--- src/rtl/mdio_pkg.sv ---
package mdio_pkg;
  localparam int FRAME_BITS = 64;
  localparam int TA_POS     = 46;
  localparam int DATA_POS   = 48;
  localparam int FIELD_W    = 5;
  localparam int WORD_W     = 16;

  localparam logic [7:0] OFS_MODE  = 8'h40;
  localparam logic [7:0] OFS_TGT   = 8'h44;
  localparam logic [7:0] OFS_WDATA = 8'h48;
  localparam logic [7:0] OFS_RDATA = 8'h4C;
  localparam logic [7:0] OFS_CMD   = 8'h50;

  localparam int MODE_SEL_BIT = 8;
  localparam int CMD_GO_BIT   = 8;
  localparam int CMD_BUSY_BIT = 31;

  typedef struct packed {
    logic                  ok;
    logic                  is_read;
    logic [FRAME_BITS-1:0] bits;
  } frame_req_t;
endpackage

--- src/rtl/mdio_frame_build.sv ---
module mdio_frame_build
  import mdio_pkg::*;
(
  input  logic               ext_mode,
  input  logic [1:0]         code,
  input  logic [FIELD_W-1:0] phy,
  input  logic [FIELD_W-1:0] regdev,
  input  logic [WORD_W-1:0]  wdata,
  output frame_req_t         req
);
  logic [1:0] st, op, ta;
  logic       rd, ok;
  logic [WORD_W-1:0] dat;

  always_comb begin
    st = ext_mode ? 2'b00 : 2'b01;
    op = 2'b00;
    rd = 1'b0;
    ok = 1'b1;
    if (!ext_mode) begin
      case (code)
        2'd0:    begin op = 2'b10; rd = 1'b1; end
        2'd1:    op = 2'b01;
        default: ok = 1'b0;
      endcase
    end else begin
      case (code)
        2'd0:    op = 2'b00;
        2'd1:    op = 2'b01;
        2'd2:    begin op = 2'b11; rd = 1'b1; end
        default: ok = 1'b0;
      endcase
    end
    ta  = rd ? 2'b11 : 2'b10;
    dat = rd ? {WORD_W{1'b1}} : wdata;
    req.ok      = ok;
    req.is_read = rd;
    req.bits    = {32'hFFFF_FFFF, st, op, phy, regdev, ta, dat};
  end
endmodule

--- src/rtl/mdio_mdc_div.sv ---
module mdio_mdc_div #(
  parameter int MDC_HALF = 2
) (
  input  logic clk,
  input  logic rst,
  input  logic run,
  output logic tick
);
  localparam int CW = (MDC_HALF > 1) ? $clog2(MDC_HALF) : 1;
  localparam logic [CW-1:0] LAST = CW'(MDC_HALF - 1);

  logic [CW-1:0] cnt_q;

  assign tick = run && (cnt_q == LAST);

  always_ff @(posedge clk) begin
    if (rst || !run || tick) cnt_q <= '0;
    else                     cnt_q <= cnt_q + 1'b1;
  end
endmodule

--- src/rtl/mdio_shift_engine.sv ---
module mdio_shift_engine
  import mdio_pkg::*;
(
  input  logic              clk,
  input  logic              rst,
  input  logic              start,
  input  frame_req_t        req,
  input  logic              tick,
  input  logic              mdi,
  output logic              busy,
  output logic              mdc,
  output logic              mdo,
  output logic              oe,
  output logic              rd_done,
  output logic [WORD_W-1:0] rd_value
);
  localparam int CNT_W = $clog2(FRAME_BITS);
  localparam logic [CNT_W-1:0] LAST_IDX = CNT_W'(FRAME_BITS - 1);
  localparam logic [CNT_W-1:0] TA_IDX   = CNT_W'(TA_POS);
  localparam logic [CNT_W-1:0] DAT_IDX  = CNT_W'(DATA_POS);

  logic [CNT_W-1:0]      cnt_q;
  logic [FRAME_BITS-1:0] sh_q;
  logic                  rd_q;
  logic [CNT_W-1:0]      nidx;

  assign nidx = cnt_q + 1'b1;

  always_ff @(posedge clk) begin
    if (rst) begin
      busy     <= 1'b0;
      mdc      <= 1'b0;
      mdo      <= 1'b0;
      oe       <= 1'b0;
      rd_done  <= 1'b0;
      rd_q     <= 1'b0;
      cnt_q    <= '0;
      sh_q     <= '0;
      rd_value <= '0;
    end else begin
      rd_done <= 1'b0;
      if (!busy) begin
        if (start && req.ok) begin
          busy  <= 1'b1;
          mdc   <= 1'b0;
          cnt_q <= '0;
          sh_q  <= req.bits;
          mdo   <= req.bits[FRAME_BITS-1];
          oe    <= 1'b1;
          rd_q  <= req.is_read;
        end
      end else if (tick) begin
        if (!mdc) begin
          mdc <= 1'b1;
          if (rd_q && cnt_q >= DAT_IDX) rd_value <= {rd_value[WORD_W-2:0], mdi};
        end else begin
          mdc <= 1'b0;
          if (cnt_q == LAST_IDX) begin
            busy    <= 1'b0;
            oe      <= 1'b0;
            mdo     <= 1'b0;
            rd_done <= rd_q;
          end else begin
            cnt_q <= nidx;
            sh_q  <= {sh_q[FRAME_BITS-2:0], 1'b0};
            mdo   <= sh_q[FRAME_BITS-2];
            oe    <= !(rd_q && nidx >= TA_IDX);
          end
        end
      end
    end
  end

  p_idle_quiet_r12: assert property (@(posedge clk) disable iff (rst)
    !busy |-> (!mdc && !oe));
  p_mdo_stable_r12: assert property (@(posedge clk) disable iff (rst)
    (busy && $rose(mdc)) |-> $stable(mdo));
  p_ignore_busy_start_r10: assert property (@(posedge clk) disable iff (rst)
    (busy && start) |=> $stable(rd_q));
  p_read_release_r8: assert property (@(posedge clk) disable iff (rst)
    (busy && rd_q && cnt_q >= TA_IDX) |-> !oe);
  p_write_drive_r7: assert property (@(posedge clk) disable iff (rst)
    (busy && !rd_q) |-> oe);
endmodule

--- src/rtl/mdio_reg_bank.sv ---
module mdio_reg_bank
  import mdio_pkg::*;
#(
  parameter int ADDR_W = 8,
  parameter int BUS_W  = 32
) (
  input  logic              clk,
  input  logic              rst,
  input  logic              wr_en,
  input  logic              rd_en,
  input  logic [ADDR_W-1:0] addr,
  input  logic [BUS_W-1:0]  wdata,
  output logic [BUS_W-1:0]  rdata,
  input  logic              busy,
  input  logic              rd_done,
  input  logic [WORD_W-1:0] rd_value,
  output logic              ext_mode,
  output logic [FIELD_W-1:0] phy,
  output logic [FIELD_W-1:0] regdev,
  output logic [WORD_W-1:0] out_word,
  output logic              start,
  output logic [1:0]        code
);
  logic [BUS_W-1:0]   mode_q;
  logic [FIELD_W-1:0] phy_q, regdev_q;
  logic [WORD_W-1:0]  wd_q, cap_q;
  logic               hit_cmd;

  assign hit_cmd  = wr_en && (addr == ADDR_W'(OFS_CMD));
  assign start    = hit_cmd && wdata[CMD_GO_BIT];
  assign code     = wdata[1:0];
  assign ext_mode = mode_q[MODE_SEL_BIT];
  assign phy      = phy_q;
  assign regdev   = regdev_q;
  assign out_word = wd_q;

  always_ff @(posedge clk) begin
    if (rst) begin
      mode_q   <= '0;
      phy_q    <= '0;
      regdev_q <= '0;
      wd_q     <= '0;
      cap_q    <= '0;
      rdata    <= '0;
    end else begin
      if (wr_en) begin
        if (addr == ADDR_W'(OFS_MODE))  mode_q <= wdata;
        if (addr == ADDR_W'(OFS_TGT)) begin
          phy_q    <= wdata[12:8];
          regdev_q <= wdata[4:0];
        end
        if (addr == ADDR_W'(OFS_WDATA)) wd_q <= wdata[WORD_W-1:0];
      end
      if (rd_done) cap_q <= rd_value;
      if (rd_en) begin
        rdata <= '0;
        if (addr == ADDR_W'(OFS_MODE))  rdata <= mode_q;
        if (addr == ADDR_W'(OFS_TGT))   rdata <= BUS_W'({phy_q, 3'b000, regdev_q});
        if (addr == ADDR_W'(OFS_WDATA)) rdata <= BUS_W'(wd_q);
        if (addr == ADDR_W'(OFS_RDATA)) rdata <= BUS_W'(cap_q);
        if (addr == ADDR_W'(OFS_CMD))   rdata[CMD_BUSY_BIT] <= busy;
      end
    end
  end

  p_capture_hold_r9: assert property (@(posedge clk) disable iff (rst)
    !rd_done |=> $stable(cap_q));
  p_mode_keep_r1: assert property (@(posedge clk) disable iff (rst)
    !(wr_en && addr == ADDR_W'(OFS_MODE)) |=> $stable(mode_q));
endmodule

--- src/rtl/mdio_mgmt_master.sv ---
module mdio_mgmt_master
  import mdio_pkg::*;
#(
  parameter int ADDR_W   = 8,
  parameter int BUS_W    = 32,
  parameter int MDC_HALF = 2
) (
  input  logic              clk,
  input  logic              rst,
  input  logic              reg_wr_en,
  input  logic              reg_rd_en,
  input  logic [ADDR_W-1:0] reg_addr,
  input  logic [BUS_W-1:0]  reg_wdata,
  output logic [BUS_W-1:0]  reg_rdata,
  output logic              mdc_o,
  output logic              mdio_o,
  output logic              mdio_oe_o,
  input  logic              mdio_i
);
  logic               ext_mode, start, busy, tick, rd_done;
  logic [1:0]         code;
  logic [FIELD_W-1:0] phy, regdev;
  logic [WORD_W-1:0]  out_word, rd_value;
  frame_req_t         req;

  mdio_reg_bank #(.ADDR_W(ADDR_W), .BUS_W(BUS_W)) u_regs (
    .clk(clk), .rst(rst), .wr_en(reg_wr_en), .rd_en(reg_rd_en),
    .addr(reg_addr), .wdata(reg_wdata), .rdata(reg_rdata),
    .busy(busy), .rd_done(rd_done), .rd_value(rd_value),
    .ext_mode(ext_mode), .phy(phy), .regdev(regdev), .out_word(out_word),
    .start(start), .code(code)
  );

  mdio_frame_build u_build (
    .ext_mode(ext_mode), .code(code), .phy(phy), .regdev(regdev),
    .wdata(out_word), .req(req)
  );

  mdio_mdc_div #(.MDC_HALF(MDC_HALF)) u_div (
    .clk(clk), .rst(rst), .run(busy), .tick(tick)
  );

  mdio_shift_engine u_eng (
    .clk(clk), .rst(rst), .start(start), .req(req), .tick(tick),
    .mdi(mdio_i), .busy(busy), .mdc(mdc_o), .mdo(mdio_o), .oe(mdio_oe_o),
    .rd_done(rd_done), .rd_value(rd_value)
  );
endmodule

--- config.mk ---
export PLATFORM = sky130hd
export DESIGN_NAME = mdio_mgmt_master
export DESIGN_NICKNAME = d
export VERILOG_FILES = /design/src/rtl/mdio_pkg.sv /design/src/rtl/mdio_frame_build.sv /design/src/rtl/mdio_mdc_div.sv /design/src/rtl/mdio_shift_engine.sv /design/src/rtl/mdio_reg_bank.sv /design/src/rtl/mdio_mgmt_master.sv
export SDC_FILE = /design/constraint.sdc
export NUM_CORES = 1
export LEC_CHECK = 0
export CORE_UTILIZATION = 25
export DETAILED_ROUTE_END_ITERATION = 10
export GPL_TIMING_DRIVEN = 0
export PLACE_DENSITY_LB_ADDON = 0.2
export SKIP_CTS_REPAIR_TIMING = 1
export SLEW_MARGIN = 20
export SYNTH_ARGS = -nofsm -noshare
export SYNTH_HDL_FRONTEND = slang
export SYNTH_SLANG_ARGS = --single-unit
--- constraint.sdc ---
create_clock -name clk -period 4.5 [get_ports clk]
set_clock_uncertainty 0.15 [all_clocks]
set_input_delay 0.675 -clock clk [delete_from_list [all_inputs] [get_ports clk]]
set_output_delay 0.675 -clock clk [all_outputs]
set_load 0.1 [all_outputs]
==> results.tsv <==
metric	value	unit
outcome	complete, no violations	
clock.fmax	337	MHz
ir_drop	249	uV
swShare	22.9	%
fin_crit_sh	66.0	%
grt_max_degree	18	
clkPwrFrac	46.3	%
die-area	31800	um^2
portBuffers	76	
clk-insertion-delay-late	440	ps
clock_sinks	198	
cts_tree	yes	
grt_pass1_vias	5899	
cp.arrival	3190	ps
seq_area_frac_synth	50.9	%
cp_max_fo	10	
fin_area	9650	um^2
combinationalPowerShare	3.6	%
firstDrtPassIters	4	
synth-simple-area-share	17.2	%
fin_crit	2970	ps
initial_core_util	25.4	%
wl_per_cell	16.6	um
hold_class	reg -> reg	
relSlewSlack	32.7	%
antenna_found_initial	0	
synth_cells	842	
hold_viol	0	
syn_avg_cell_area	9.24	um^2
io_pins	80	
nets	988	
grt-ovfl-total	0	
synth_seq_cells	198	
power.switching	0.000800	W
synth-adder-area-share	0.965	%
numCtsBuffers	17	
synth_area_leader_cell	dfxtp_1	
worstSetupPathType	in -> reg	
drt_iter0_markers	302	
dp.final_hpwl	16.3	mm
synth_compound_area_share	13.9	%
post-route-util	31.5	%
coreArea	30600	um^2
r2r_start	u_regs.mode_q[8]	
cts-root-buf	clkbuf_16	
clk_pin_slew	70	ps
vias	6128	
place.gp.congestion	0.761	
rows	64	
ys_types	48	
vias_per_cell	4.55	
yosys_warnings	0	
die_h	178	um
grt_first_pass_wirelength	34.9	mm
rsz0062_at_grt	false	
power.leakage	3.38	nW
antenna_left	0	
diodes	0	
area_growth	24.0	%
max-cap-violations	0	
synth_edf_count	0	
synthMuxAreaShare	12.9	%
seqPwrFrac	50.1	%
totalWireLength	22.3	mm
synthTopCellsByArea	dfxtp_1 (51%), mux2i_1 (9.0%), nor2_1 (6.9%)	
cts_max_path_buffers	2	
drive_above_1_share	7.68	%
maxSlewViolCount	0	
grtUsageTotal	14.6	%
drc	0	
p_int	0.00270	W
start_kind	input pin	
synth_ff_type	dfxtp_1	
tightest_slew	1010	ps
yosysTopAreaCellShare	50.9	%
synth_xor_area_share	0.450	%
async_flop_share	0	%
placed_cell_area	9040	um^2
finalSetupTns	0	ps
synth_top_family_by_area	simple AND/OR/NAND/NOR gates	
power_density	362	nW/um^2
htree_levels	4	
netlist_area	7780	um^2
end_kind	flip-flop	
setup.worst_path.start	reg_wdata[0]	
min_from	u_eng.sh_q[0]	
setup_violations	0	
cp.required	4720	ps
fp.dieW	178	um
syn-num-nets	893	
## logic make-up (layout without fill, tap and decap cells)
logic type,Yosys count,after routing
mux,87,87
compound gates,173,173
simple gates,303,303
fa+ha+maj,6,6
xor+xnor,4,4
flops,198,198
buf+inv,71,179
## path summary, 6_finish.rpt
kind,to,depth (start not counted),slack [ps]
min reg2reg,u_eng.sh_q[0],2,310
max reg2reg,u_eng.sh_q[15],6,2000
max,u_eng.sh_q[4],8,1530
min,u_eng.sh_q[0],2,310
## registers in the layout, indices dropped and copies added, names as in the netlist, 5 cells and up
register and flops:
u_regs.phy 5, u_regs.regdev 5, u_regs.mode_q 32, u_regs.cap_q 16
u_eng.rd_value 16, u_regs.rdata 32, u_eng.cnt_q 6, u_eng.sh_q 63
u_regs.out_word 16
## stage by stage
step                total power [W]  instances  hold slack (ps)  setup WS [ps]
finish                      0.00350       1346              307           1530
global route                0.00363       1346              325           1320
CTS                         0.00354       1346              307           1490
floorplan                   0.00184        842              282           1950
detailed placement          0.00192       1314              295           1030
global placement            0.00192       1314              290           1030
## placed cells by master (no fill, tap or decap), types with 3 or more instances in the layout
| master | instances |
|---|---|
| a211oi_1 | 12 |
| nand3_1 | 10 |
| nand2_1 | 92 |
| and3_1 | 4 |
| nand2b_1 | 3 |
| nand3b_1 | 3 |
| ha_1 | 6 |
| inv_1 | 6 |
| mux2_2 | 7 |
| o221ai_1 | 15 |
| dfxtp_1 | 198 |
| nor2b_1 | 32 |
| mux4_2 | 10 |
| xnor2_1 | 3 |
| buf_1 | 4 |
| clkinv_4 | 4 |
| clkdlybuf4s50_1 | 76 |
| o22ai_1 | 32 |
| bufinv_16 | 3 |
| mux2i_1 | 70 |
| nor2_1 | 143 |
| clkbuf_16 | 17 |
| o21ai_0 | 4 |
| a22o_1 | 6 |
| clkbuf_1 | 45 |
| a21oi_1 | 89 |
| nor3_1 | 6 |
| buf_2 | 16 |
## power by group through the flow
stage | Sequential (W) | Clock (W) | Combinational, W
after floorplan | 0.00179 | 0 | 0.0000506
after global placement | 0.00179 | 0 | 0.000129
after detailed placement | 0.00179 | 0 | 0.000128
after CTS | 0.00175 | 0.00166 | 0.000128
after global routing | 0.00175 | 0.00174 | 0.000137
final | 0.00175 | 0.00162 | 0.000126
## worst max-delay path: stages
cell and delay, ps:
clkdlybuf4s50_1 670, inv_1 110, ha_1 240, o311a_1 320, a31oi_2 440, clkbuf_1 470
nand2_1 110, a21oi_1 140
## cells in the mapped netlist (all sizes together), types with 2 or more instances
cell type,instances
nor3,6
o211ai,2
mux2i,70
nand2,92
and3,4
inv,6
a22o,6
and4b,2
o21ai,5
nor3b,2
nor2,144
o221ai,15
o22ai,32
nand2b,3
buf,20
nand3b,3
a211oi,12
o31ai,2
nand3,11
mux4,10
a22oi,2
dfxtp,198
clkbuf,44
ha,6
nor2b,32
mux2,7
nor4,3
xnor2,3
a21oi,89
## layer usage
layer  share of wire [%]  track usage (%)  up-vias
met2                  46             22.7       78
met1                  50             20.3     2915
met5                   0                0        -
met3                 3.0             3.01       19
met4                 1.3             4.20        0
li1                    -                -     3116
## cell type report
type,count,area (um^2)
fillers,3288,20900
flip-flops and latches,198,3960
multi-input cells,573,3530
repair buffers,76,761
well taps,396,495
clock buffers,19,443
plain buffers,64,260
clock inverters,13,171
inverters,7,26.3
No activity file was read; power rests on OpenSTA's default activity.
